`config.mk`:
```
export PLATFORM = sky130hd
export DESIGN_NAME = pgpair_tlb
export DESIGN_NICKNAME = d
export VERILOG_FILES = /design/src/rtl/pgpair_tlb_pkg.sv /design/src/rtl/pgpair_tlb_store.sv /design/src/rtl/pgpair_tlb_match.sv /design/src/rtl/pgpair_tlb_resolve.sv /design/src/rtl/pgpair_tlb.sv
export SDC_FILE = /design/constraint.sdc
export NUM_CORES = 2
export LEC_CHECK = 0
export BUFFER_PORTS_ARGS = -buffer_cell sky130_fd_sc_hd__buf_2
export CAP_MARGIN = 10
export CORE_ASPECT_RATIO = 1.1
export CORE_MARGIN = 10
export CORE_UTILIZATION = 60
export CTS_BUF_LIST = sky130_fd_sc_hd__clkbuf_2 sky130_fd_sc_hd__clkbuf_4 sky130_fd_sc_hd__clkbuf_8
export CTS_CLUSTER_DIAMETER = 40
export CTS_CLUSTER_SIZE = 24
export DETAILED_ROUTE_END_ITERATION = 7
export GPL_TIMING_DRIVEN = 0
export HOLD_SLACK_MARGIN = 0.03
export PLACE_DENSITY = 0.77
export SLEW_MARGIN = 10
export SYNTH_ARGS = -nofsm -noshare
export SYNTH_HDL_FRONTEND = slang
export SYNTH_SLANG_ARGS = --single-unit
```
`constraint.sdc`:
```
create_clock -name clk -period 5.7 [get_ports clk]
set_input_delay 0.57 -clock clk [delete_from_list [all_inputs] [get_ports clk]]
set_output_delay 0.57 -clock clk [all_outputs]
set_load 0.05 [all_outputs]
```
`src/rtl/pgpair_tlb_pkg.sv`:
```
package pgpair_tlb_pkg;

  // Lookup outcome, as driven on rsp_status.
  typedef enum logic [1:0] {
    ST_HIT      = 2'b00,
    ST_MISS     = 2'b01,
    ST_INVALID  = 2'b10,
    ST_MODIFIED = 2'b11
  } xlat_status_e;

  // Index of the even and odd halves inside an entry.
  localparam int HALF_EVEN = 0;
  localparam int HALF_ODD  = 1;

endpackage

```
`src/rtl/pgpair_tlb_store.sv`:
```
module pgpair_tlb_store #(
  parameter int ENTRIES = 16,
  parameter int IDX_W   = 4,
  parameter int VPN2_W  = 19,
  parameter int ASID_W  = 8,
  parameter int PFN_W   = 20
) (
  input  logic                               clk,
  input  logic                               rst,
  input  logic                               wr_en,
  input  logic [IDX_W-1:0]                   wr_idx,
  input  logic [VPN2_W-1:0]                  wr_vpn2,
  input  logic [ASID_W-1:0]                  wr_asid,
  input  logic                               wr_global,
  input  logic [1:0][PFN_W-1:0]              wr_pfn,
  input  logic [1:0]                         wr_v,
  input  logic [1:0]                         wr_d,
  output logic [ENTRIES-1:0][VPN2_W-1:0]     ent_vpn2,
  output logic [ENTRIES-1:0][ASID_W-1:0]     ent_asid,
  output logic [ENTRIES-1:0]                 ent_global,
  output logic [ENTRIES-1:0][1:0][PFN_W-1:0] ent_pfn,
  output logic [ENTRIES-1:0][1:0]            ent_v,
  output logic [ENTRIES-1:0][1:0]            ent_d
);

  // Every entry is read in parallel each cycle, so the array lives in flops.
  for (genvar e = 0; e < ENTRIES; e++) begin : g_entry
    logic sel;
    assign sel = wr_en && (wr_idx == IDX_W'(e));

    always_ff @(posedge clk) begin
      if (rst) begin
        ent_vpn2[e]   <= '0;
        ent_asid[e]   <= '0;
        ent_global[e] <= 1'b0;
        ent_pfn[e]    <= '0;
        ent_v[e]      <= '0;
        ent_d[e]      <= '0;
      end else if (sel) begin
        ent_vpn2[e]   <= wr_vpn2;
        ent_asid[e]   <= wr_asid;
        ent_global[e] <= wr_global;
        ent_pfn[e]    <= wr_pfn;
        ent_v[e]      <= wr_v;
        ent_d[e]      <= wr_d;
      end
    end
  end

endmodule

```
`src/rtl/pgpair_tlb_match.sv`:
```
module pgpair_tlb_match #(
  parameter int ENTRIES = 16,
  parameter int IDX_W   = 4,
  parameter int VPN2_W  = 19,
  parameter int ASID_W  = 8
) (
  input  logic [ENTRIES-1:0][VPN2_W-1:0] ent_vpn2,
  input  logic [ENTRIES-1:0][ASID_W-1:0] ent_asid,
  input  logic [ENTRIES-1:0]             ent_global,
  input  logic [VPN2_W-1:0]              look_vpn2,
  input  logic [ASID_W-1:0]              look_asid,
  output logic                           any_match,
  output logic [IDX_W-1:0]               match_idx
);

  logic [ENTRIES-1:0] hit_vec;

  // One comparator per entry, all working at once.
  for (genvar e = 0; e < ENTRIES; e++) begin : g_cmp
    logic tag_eq, space_ok;
    assign tag_eq   = (ent_vpn2[e] == look_vpn2);
    assign space_ok = ent_global[e] || (ent_asid[e] == look_asid);
    assign hit_vec[e] = tag_eq && space_ok;
  end

  // Lowest-indexed hit wins: scan from the top so lower indices overwrite.
  always_comb begin
    match_idx = '0;
    for (int e = ENTRIES - 1; e >= 0; e--) begin
      if (hit_vec[e]) match_idx = IDX_W'(e);
    end
  end

  assign any_match = |hit_vec;

endmodule

```
`src/rtl/pgpair_tlb_resolve.sv`:
```
module pgpair_tlb_resolve
  import pgpair_tlb_pkg::*;
#(
  parameter int ENTRIES   = 16,
  parameter int IDX_W     = 4,
  parameter int PFN_W     = 20,
  parameter int PAGE_BITS = 12,
  localparam int PA_W     = PFN_W + PAGE_BITS
) (
  input  logic [ENTRIES-1:0][1:0][PFN_W-1:0] ent_pfn,
  input  logic [ENTRIES-1:0][1:0]            ent_v,
  input  logic [ENTRIES-1:0][1:0]            ent_d,
  input  logic                               any_match,
  input  logic [IDX_W-1:0]                   match_idx,
  input  logic                               odd_half,
  input  logic                               is_store,
  input  logic [PAGE_BITS-1:0]               page_off,
  output xlat_status_e                       status,
  output logic [PA_W-1:0]                    pa,
  output logic                               rd_ok,
  output logic                               wr_ok
);

  logic [PFN_W-1:0] sel_pfn;
  logic             sel_v, sel_d;

  assign sel_pfn = ent_pfn[match_idx][odd_half];
  assign sel_v   = ent_v[match_idx][odd_half];
  assign sel_d   = ent_d[match_idx][odd_half];

  always_comb begin
    status = ST_HIT;
    if (!any_match)             status = ST_MISS;
    else if (!sel_v)            status = ST_INVALID;
    else if (is_store && !sel_d) status = ST_MODIFIED;
  end

  assign rd_ok = (status == ST_HIT);
  assign wr_ok = (status == ST_HIT) && sel_d;
  assign pa    = (status == ST_HIT) ? {sel_pfn, page_off} : '0;

endmodule

```
`src/rtl/pgpair_tlb.sv`:
```
module pgpair_tlb
  import pgpair_tlb_pkg::*;
#(
  parameter int ENTRIES   = 16,
  parameter int VA_W      = 32,
  parameter int ASID_W    = 8,
  parameter int PAGE_BITS = 12,
  parameter int PFN_W     = 20,
  localparam int IDX_W    = $clog2(ENTRIES),
  localparam int VPN2_W   = VA_W - PAGE_BITS - 1,
  localparam int PA_W     = PFN_W + PAGE_BITS
) (
  input  logic              clk,
  input  logic              rst,
  input  logic              req_valid,
  input  logic [VA_W-1:0]   req_va,
  input  logic [ASID_W-1:0] req_asid,
  input  logic              req_store,
  output logic              rsp_valid,
  output logic [1:0]        rsp_status,
  output logic [PA_W-1:0]   rsp_pa,
  output logic              rsp_rd_ok,
  output logic              rsp_wr_ok,
  input  logic              wr_en,
  input  logic [IDX_W-1:0]  wr_idx,
  input  logic [VPN2_W-1:0] wr_vpn2,
  input  logic [ASID_W-1:0] wr_asid,
  input  logic              wr_global,
  input  logic [PFN_W-1:0]  wr_even_pfn,
  input  logic              wr_even_v,
  input  logic              wr_even_d,
  input  logic [PFN_W-1:0]  wr_odd_pfn,
  input  logic              wr_odd_v,
  input  logic              wr_odd_d
);

  logic [ENTRIES-1:0][VPN2_W-1:0]     ent_vpn2;
  logic [ENTRIES-1:0][ASID_W-1:0]     ent_asid;
  logic [ENTRIES-1:0]                 ent_global;
  logic [ENTRIES-1:0][1:0][PFN_W-1:0] ent_pfn;
  logic [ENTRIES-1:0][1:0]            ent_v;
  logic [ENTRIES-1:0][1:0]            ent_d;

  logic [1:0][PFN_W-1:0] wr_pfn;
  logic [1:0]            wr_v, wr_d;

  assign wr_pfn[HALF_EVEN] = wr_even_pfn;
  assign wr_pfn[HALF_ODD]  = wr_odd_pfn;
  assign wr_v = {wr_odd_v, wr_even_v};
  assign wr_d = {wr_odd_d, wr_even_d};

  pgpair_tlb_store #(
    .ENTRIES(ENTRIES), .IDX_W(IDX_W), .VPN2_W(VPN2_W),
    .ASID_W(ASID_W), .PFN_W(PFN_W)
  ) u_store (
    .clk(clk), .rst(rst),
    .wr_en(wr_en), .wr_idx(wr_idx), .wr_vpn2(wr_vpn2), .wr_asid(wr_asid),
    .wr_global(wr_global), .wr_pfn(wr_pfn), .wr_v(wr_v), .wr_d(wr_d),
    .ent_vpn2(ent_vpn2), .ent_asid(ent_asid), .ent_global(ent_global),
    .ent_pfn(ent_pfn), .ent_v(ent_v), .ent_d(ent_d)
  );

  logic             any_match;
  logic [IDX_W-1:0] match_idx;

  pgpair_tlb_match #(
    .ENTRIES(ENTRIES), .IDX_W(IDX_W), .VPN2_W(VPN2_W), .ASID_W(ASID_W)
  ) u_match (
    .ent_vpn2(ent_vpn2), .ent_asid(ent_asid), .ent_global(ent_global),
    .look_vpn2(req_va[VA_W-1:PAGE_BITS+1]), .look_asid(req_asid),
    .any_match(any_match), .match_idx(match_idx)
  );

  xlat_status_e    nxt_status;
  logic [PA_W-1:0] nxt_pa;
  logic            nxt_rd, nxt_wr;

  pgpair_tlb_resolve #(
    .ENTRIES(ENTRIES), .IDX_W(IDX_W), .PFN_W(PFN_W), .PAGE_BITS(PAGE_BITS)
  ) u_resolve (
    .ent_pfn(ent_pfn), .ent_v(ent_v), .ent_d(ent_d),
    .any_match(any_match), .match_idx(match_idx),
    .odd_half(req_va[PAGE_BITS]), .is_store(req_store),
    .page_off(req_va[PAGE_BITS-1:0]),
    .status(nxt_status), .pa(nxt_pa), .rd_ok(nxt_rd), .wr_ok(nxt_wr)
  );

  // Output register stage: one cycle from strobe to response.
  always_ff @(posedge clk) begin
    if (rst) begin
      rsp_valid  <= 1'b0;
      rsp_status <= ST_MISS;
      rsp_pa     <= '0;
      rsp_rd_ok  <= 1'b0;
      rsp_wr_ok  <= 1'b0;
    end else begin
      rsp_valid <= req_valid;
      if (req_valid) begin
        rsp_status <= nxt_status;
        rsp_pa     <= nxt_pa;
        rsp_rd_ok  <= nxt_rd;
        rsp_wr_ok  <= nxt_wr;
      end
    end
  end

endmodule

```
==> out/metrics.csv <==
stage;metric;value;unit
run_status;outcome;complete, but fails checks;
run_status;failing checks;setup timing;
clocking;CTS Buffer Depth;3;
yosys;Post-synth EDFFs;0;
sta;Final WS setup;-0.239;ns
global_routing;first-pass GRT wire length;343000;µm
yosys;post-synth top area cell;dfxtp_1;
place;hpwl dp;174000;µm
critical_path;max incr delay on CP;0.60;ns
floorplan;Starting Density;60.4;%
final_layout;area taken by multi-input logic gates;0.0268;mm²
hold_path;Hold Crit Depth;3;
final_layout;Post-Layout Cell Count;8702;
yosys;Synthesized Nets;7272;
yosys;Synth async-reset ratio;0;%
sta;Worst-Margin Slew;1.47;ns
place;setup slack at placement;-2.23;ns
clocking;CTS H-tree depth;4;
critical_path;cells on worst reg2reg path;15;
global_routing;vias in the first global route;49800;
clocking;CTS buffer count;149;
power_and_ir_drop;Peak VDD IR;0.243;mV
final_layout;share of layout cells above drive strength 1;8.76;%
sta;Slew HR;2.08;%
floorplan;Die ar.;0.101;mm²
place;placer congestion estimate;1.11;
drt;DRC viols;0;
place;DP Cell Count;8388;
floorplan;die height;332;µm
final_layout;NumNets Final;7515;
yosys;yosys warns;0;
sta;Period minus WS final;5.94;ns
yosys;cell with the most instances after synthesis;nand2_1;
drt;Via density;6.32;
drt;Wirelength per Cell;28.0;µm
critical_path;CP Capture Type;register;
drt;initial DRC count;7770;
yosys;Synth top area share;44.9;%
drt;via count;55000;
clocking;Root Driver;clkbuf_8;
final_layout;fin util;67.6;%
sta;Period Utilization, post-route;104;%
clocking;Clock Sinks;1189;
yosys;synth cell count leaders;2762 x nand2_1, 1194 x a21oi_1, 1189 x dfxtp_1;
critical_path;Required @ worst endpoint;6.46;ns
yosys;Syn Area/Cell;7.41;µm²
sta;# setup viols final;21;
yosys;Mapped Area;0.0530;mm²
drt;DRT Pass-1 Iters;7;
sta;final count of hold timing violations;0;
yosys;Synth area leaders;dfxtp_1 45%, nand2_1 20%, a21oi_1 11%;
critical_path;WP data arrival;6.70;ns
yosys;Distinct cells, synth;62;
clocking;Skew-Pair Late Insertion Delay;0.92;ns
power_and_ir_drop;P_leak;20.9;nW
critical_path;CP max FO;10;
global_routing;largest net degree at the start of global routing;17;
global_routing;gr usage total;46.8;%
sta;Pins Over Slew Limit;0;
floorplan;Chip Width;303;µm
sta;Fmax;168;MHz
global_routing;total grt overflow;0;
floorplan;Top Ports;158;
power_and_ir_drop;PD cells;293;mW/mm²
final_layout;Seq. cell area;0.0238;mm²
final_layout;Syn-to-layout area delta;12.0;%
sta;unrepaired setup endpoints after global routing;no;
sta;setup TNS;-2.35;ns
yosys;sequential area share after synthesis;44.9;%
power_and_ir_drop;total power;0.0174;W
floorplan;Row Count;114;
clocking;CTS tree;done;
critical_path;Crit Path Category;register to register;
drt;Detailed Route WL;244000;µm
critical_path;CP Cell Sequence;xor2_1, nor4_2, a21oi_1, nor4_1, o211ai_1, a221o_1, a21oi_4, buf_4, buf_4, buf_2, mux2_2, o21ai_1, a21oi_1, o211ai_1, o21ai_2;
critical_path;CP startpoint kind;register;
yosys;ys flop type;dfxtp_1;
drt;Final ANT Viol Nets;0;
critical_path;Slowest cell on crit path;o211ai_1;
run;Max-cap violations;0;
place;PortBufs;58;
sta;clock skew;0.0399;ns
yosys;Synth Register Bits;1189;
floorplan;Core Area;0.0877;mm²
global_routing;initial antenna violation count;22;
hold_path;worst hold-check path type;input pin to register;
yosys;Post-Synthesis Cells;7151;
clocking;clock-pin slew on the worst setup and hold paths;0.10;ns
final_layout;Fillers;7763;
## sequential cells by signal, summed over array words and instances (netlist names)
| name | flops |
|---|---|
| rsp_valid | 1 |
| rsp_wr_ok | 1 |
| u_store.ent_asid | 128 |
| u_store.ent_pfn | 640 |
| u_store.ent_d | 32 |
| rsp_pa | 32 |
| rsp_rd_ok | 1 |
| rsp_status | 2 |
| u_store.ent_global | 16 |
| u_store.ent_v | 32 |
| u_store.ent_vpn2 | 304 |
## cells by family (layout without fill, tap and decap cells)
| group | after synthesis | in the layout | synth area share (%) |
|---|---|---|---|
| buffers and inverters | 700 | 1068 | 5.38 |
| multiplexers | 181 | 181 | 3.56 |
| XOR/XNOR | 432 | 432 | 7.14 |
| flip-flops | 1189 | 1189 | 44.9 |
| AO/OA/AOI/OAI | 1458 | 1458 | 14.9 |
| other | 0 | 23 | 0 |
| AND/OR/NAND/NOR | 3191 | 3191 | 24.1 |
## worst max-delay path, delay by kind of cell, from the launching register on
family          cells  cell delay [ns]
compound gates      8             2.63
buf+inv             3             1.18
simple gates        2             1.02
mux                 1             0.39
flops               1             0.33
xor+xnor            1             0.17
## area by class of cell
| class | instances | share of cell area, % |
|---|---|---|
| diodes | 23 | 0.0970 |
| clock buffers | 173 | 3.92 |
| inverters | 15 | 0.0949 |
| clock inverters | 103 | 2.22 |
| plain buffers | 683 | 4.82 |
| multi-input cells | 5262 | 45.1 |
| well taps | 1160 | 2.45 |
| flip-flops and latches | 1189 | 40.1 |
| repair buffers | 94 | 1.18 |
## report_power, final
part | leakage (nW) | internal (W) | switching, W
sequential | 9.60 | 0.00840 | 0.0000664
combinational | 9.49 | 0.000289 | 0.000992
clock | 1.81 | 0.00390 | 0.00374
## through the flow
step / instance area (µm²) / hold WS (ns)
final: 59300 / 0.0450
after global placement: 54700 / 0.430
after detailed placement: 55100 / 0.440
after CTS: 59100 / 0.0396
after floorplan: 53000 / 0.431
after global routing: 59300 / 0.0711
## routing by layer
metal  share of wire, %  GRT usage [%]
met4                 11           41.8
met5              0.043          0.595
met3                 13           16.2
met2                 42           67.4
met1                 34           54.0
## worst paths after layout
kind,to,slack (ns),from
worst min-delay path,u_store.ent_pfn[87]$_SDFFE_PP0P_,0.05,wr_even_pfn[7]
worst max-delay path,rsp_pa[27]$_SDFFE_PP0P_,-0.24,u_store.ent_asid[116]$_SDFFE_PP0P_
worst max register to register,rsp_pa[27]$_SDFFE_PP0P_,-0.24,u_store.ent_asid[116]$_SDFFE_PP0P_
worst min register to register,rsp_rd_ok$_SDFFE_PP0P_,0.45,rsp_rd_ok$_SDFFE_PP0P_
## what timing repair did
action / 4_1_cts / 5_1_grt
pin swaps: 1 / 2
endpoints found under the hold margin: 18 / 0
gates resized for setup: 75 / 45
setup buffers: 1 / 0
setup endpoints to repair: 36 / 34
hold buffers: 15 / 0
## cells in the final DEF, fill, tap and decap left out, types with 11 or more instances in the layout
cell type      netlist  final
clkinvlp_4           0     22
diode_2              0     23
xor2_1             384    384
buf_4               19     29
a221o_1             11     11
mux2_2              58     58
or3_1               11     11
o21ai_0             53     47
nand3_1            131    129
nor2_1              54     40
and3_1              59     59
clkbuf_1           566    528
o21ai_2             24     25
xnor2_1             48     48
nor4_1             108     87
a211oi_1            35     35
a22oi_1             12     12
inv_6                0     15
nor2b_1             13     12
bufinv_16            0     23
nand2_1           2762   2761
nand4_1             17     17
nor2_2               0     13
inv_1               15     15
clkinv_4             0     13
clkbuf_8             0    164
clkbuf_4             0     14
dfxtp_1           1189   1188
a21oi_1           1194   1194
clkinv_2             0     21
mux2i_1            123    123
o211ai_1            14     14
clkbuf_2             0     33
a31oi_1             50     46
o311ai_2             0     11
dlygate4sd3_1        0     15
nor4_2               0     15
buf_2               82    139
(Power assumes the default switching activity.)
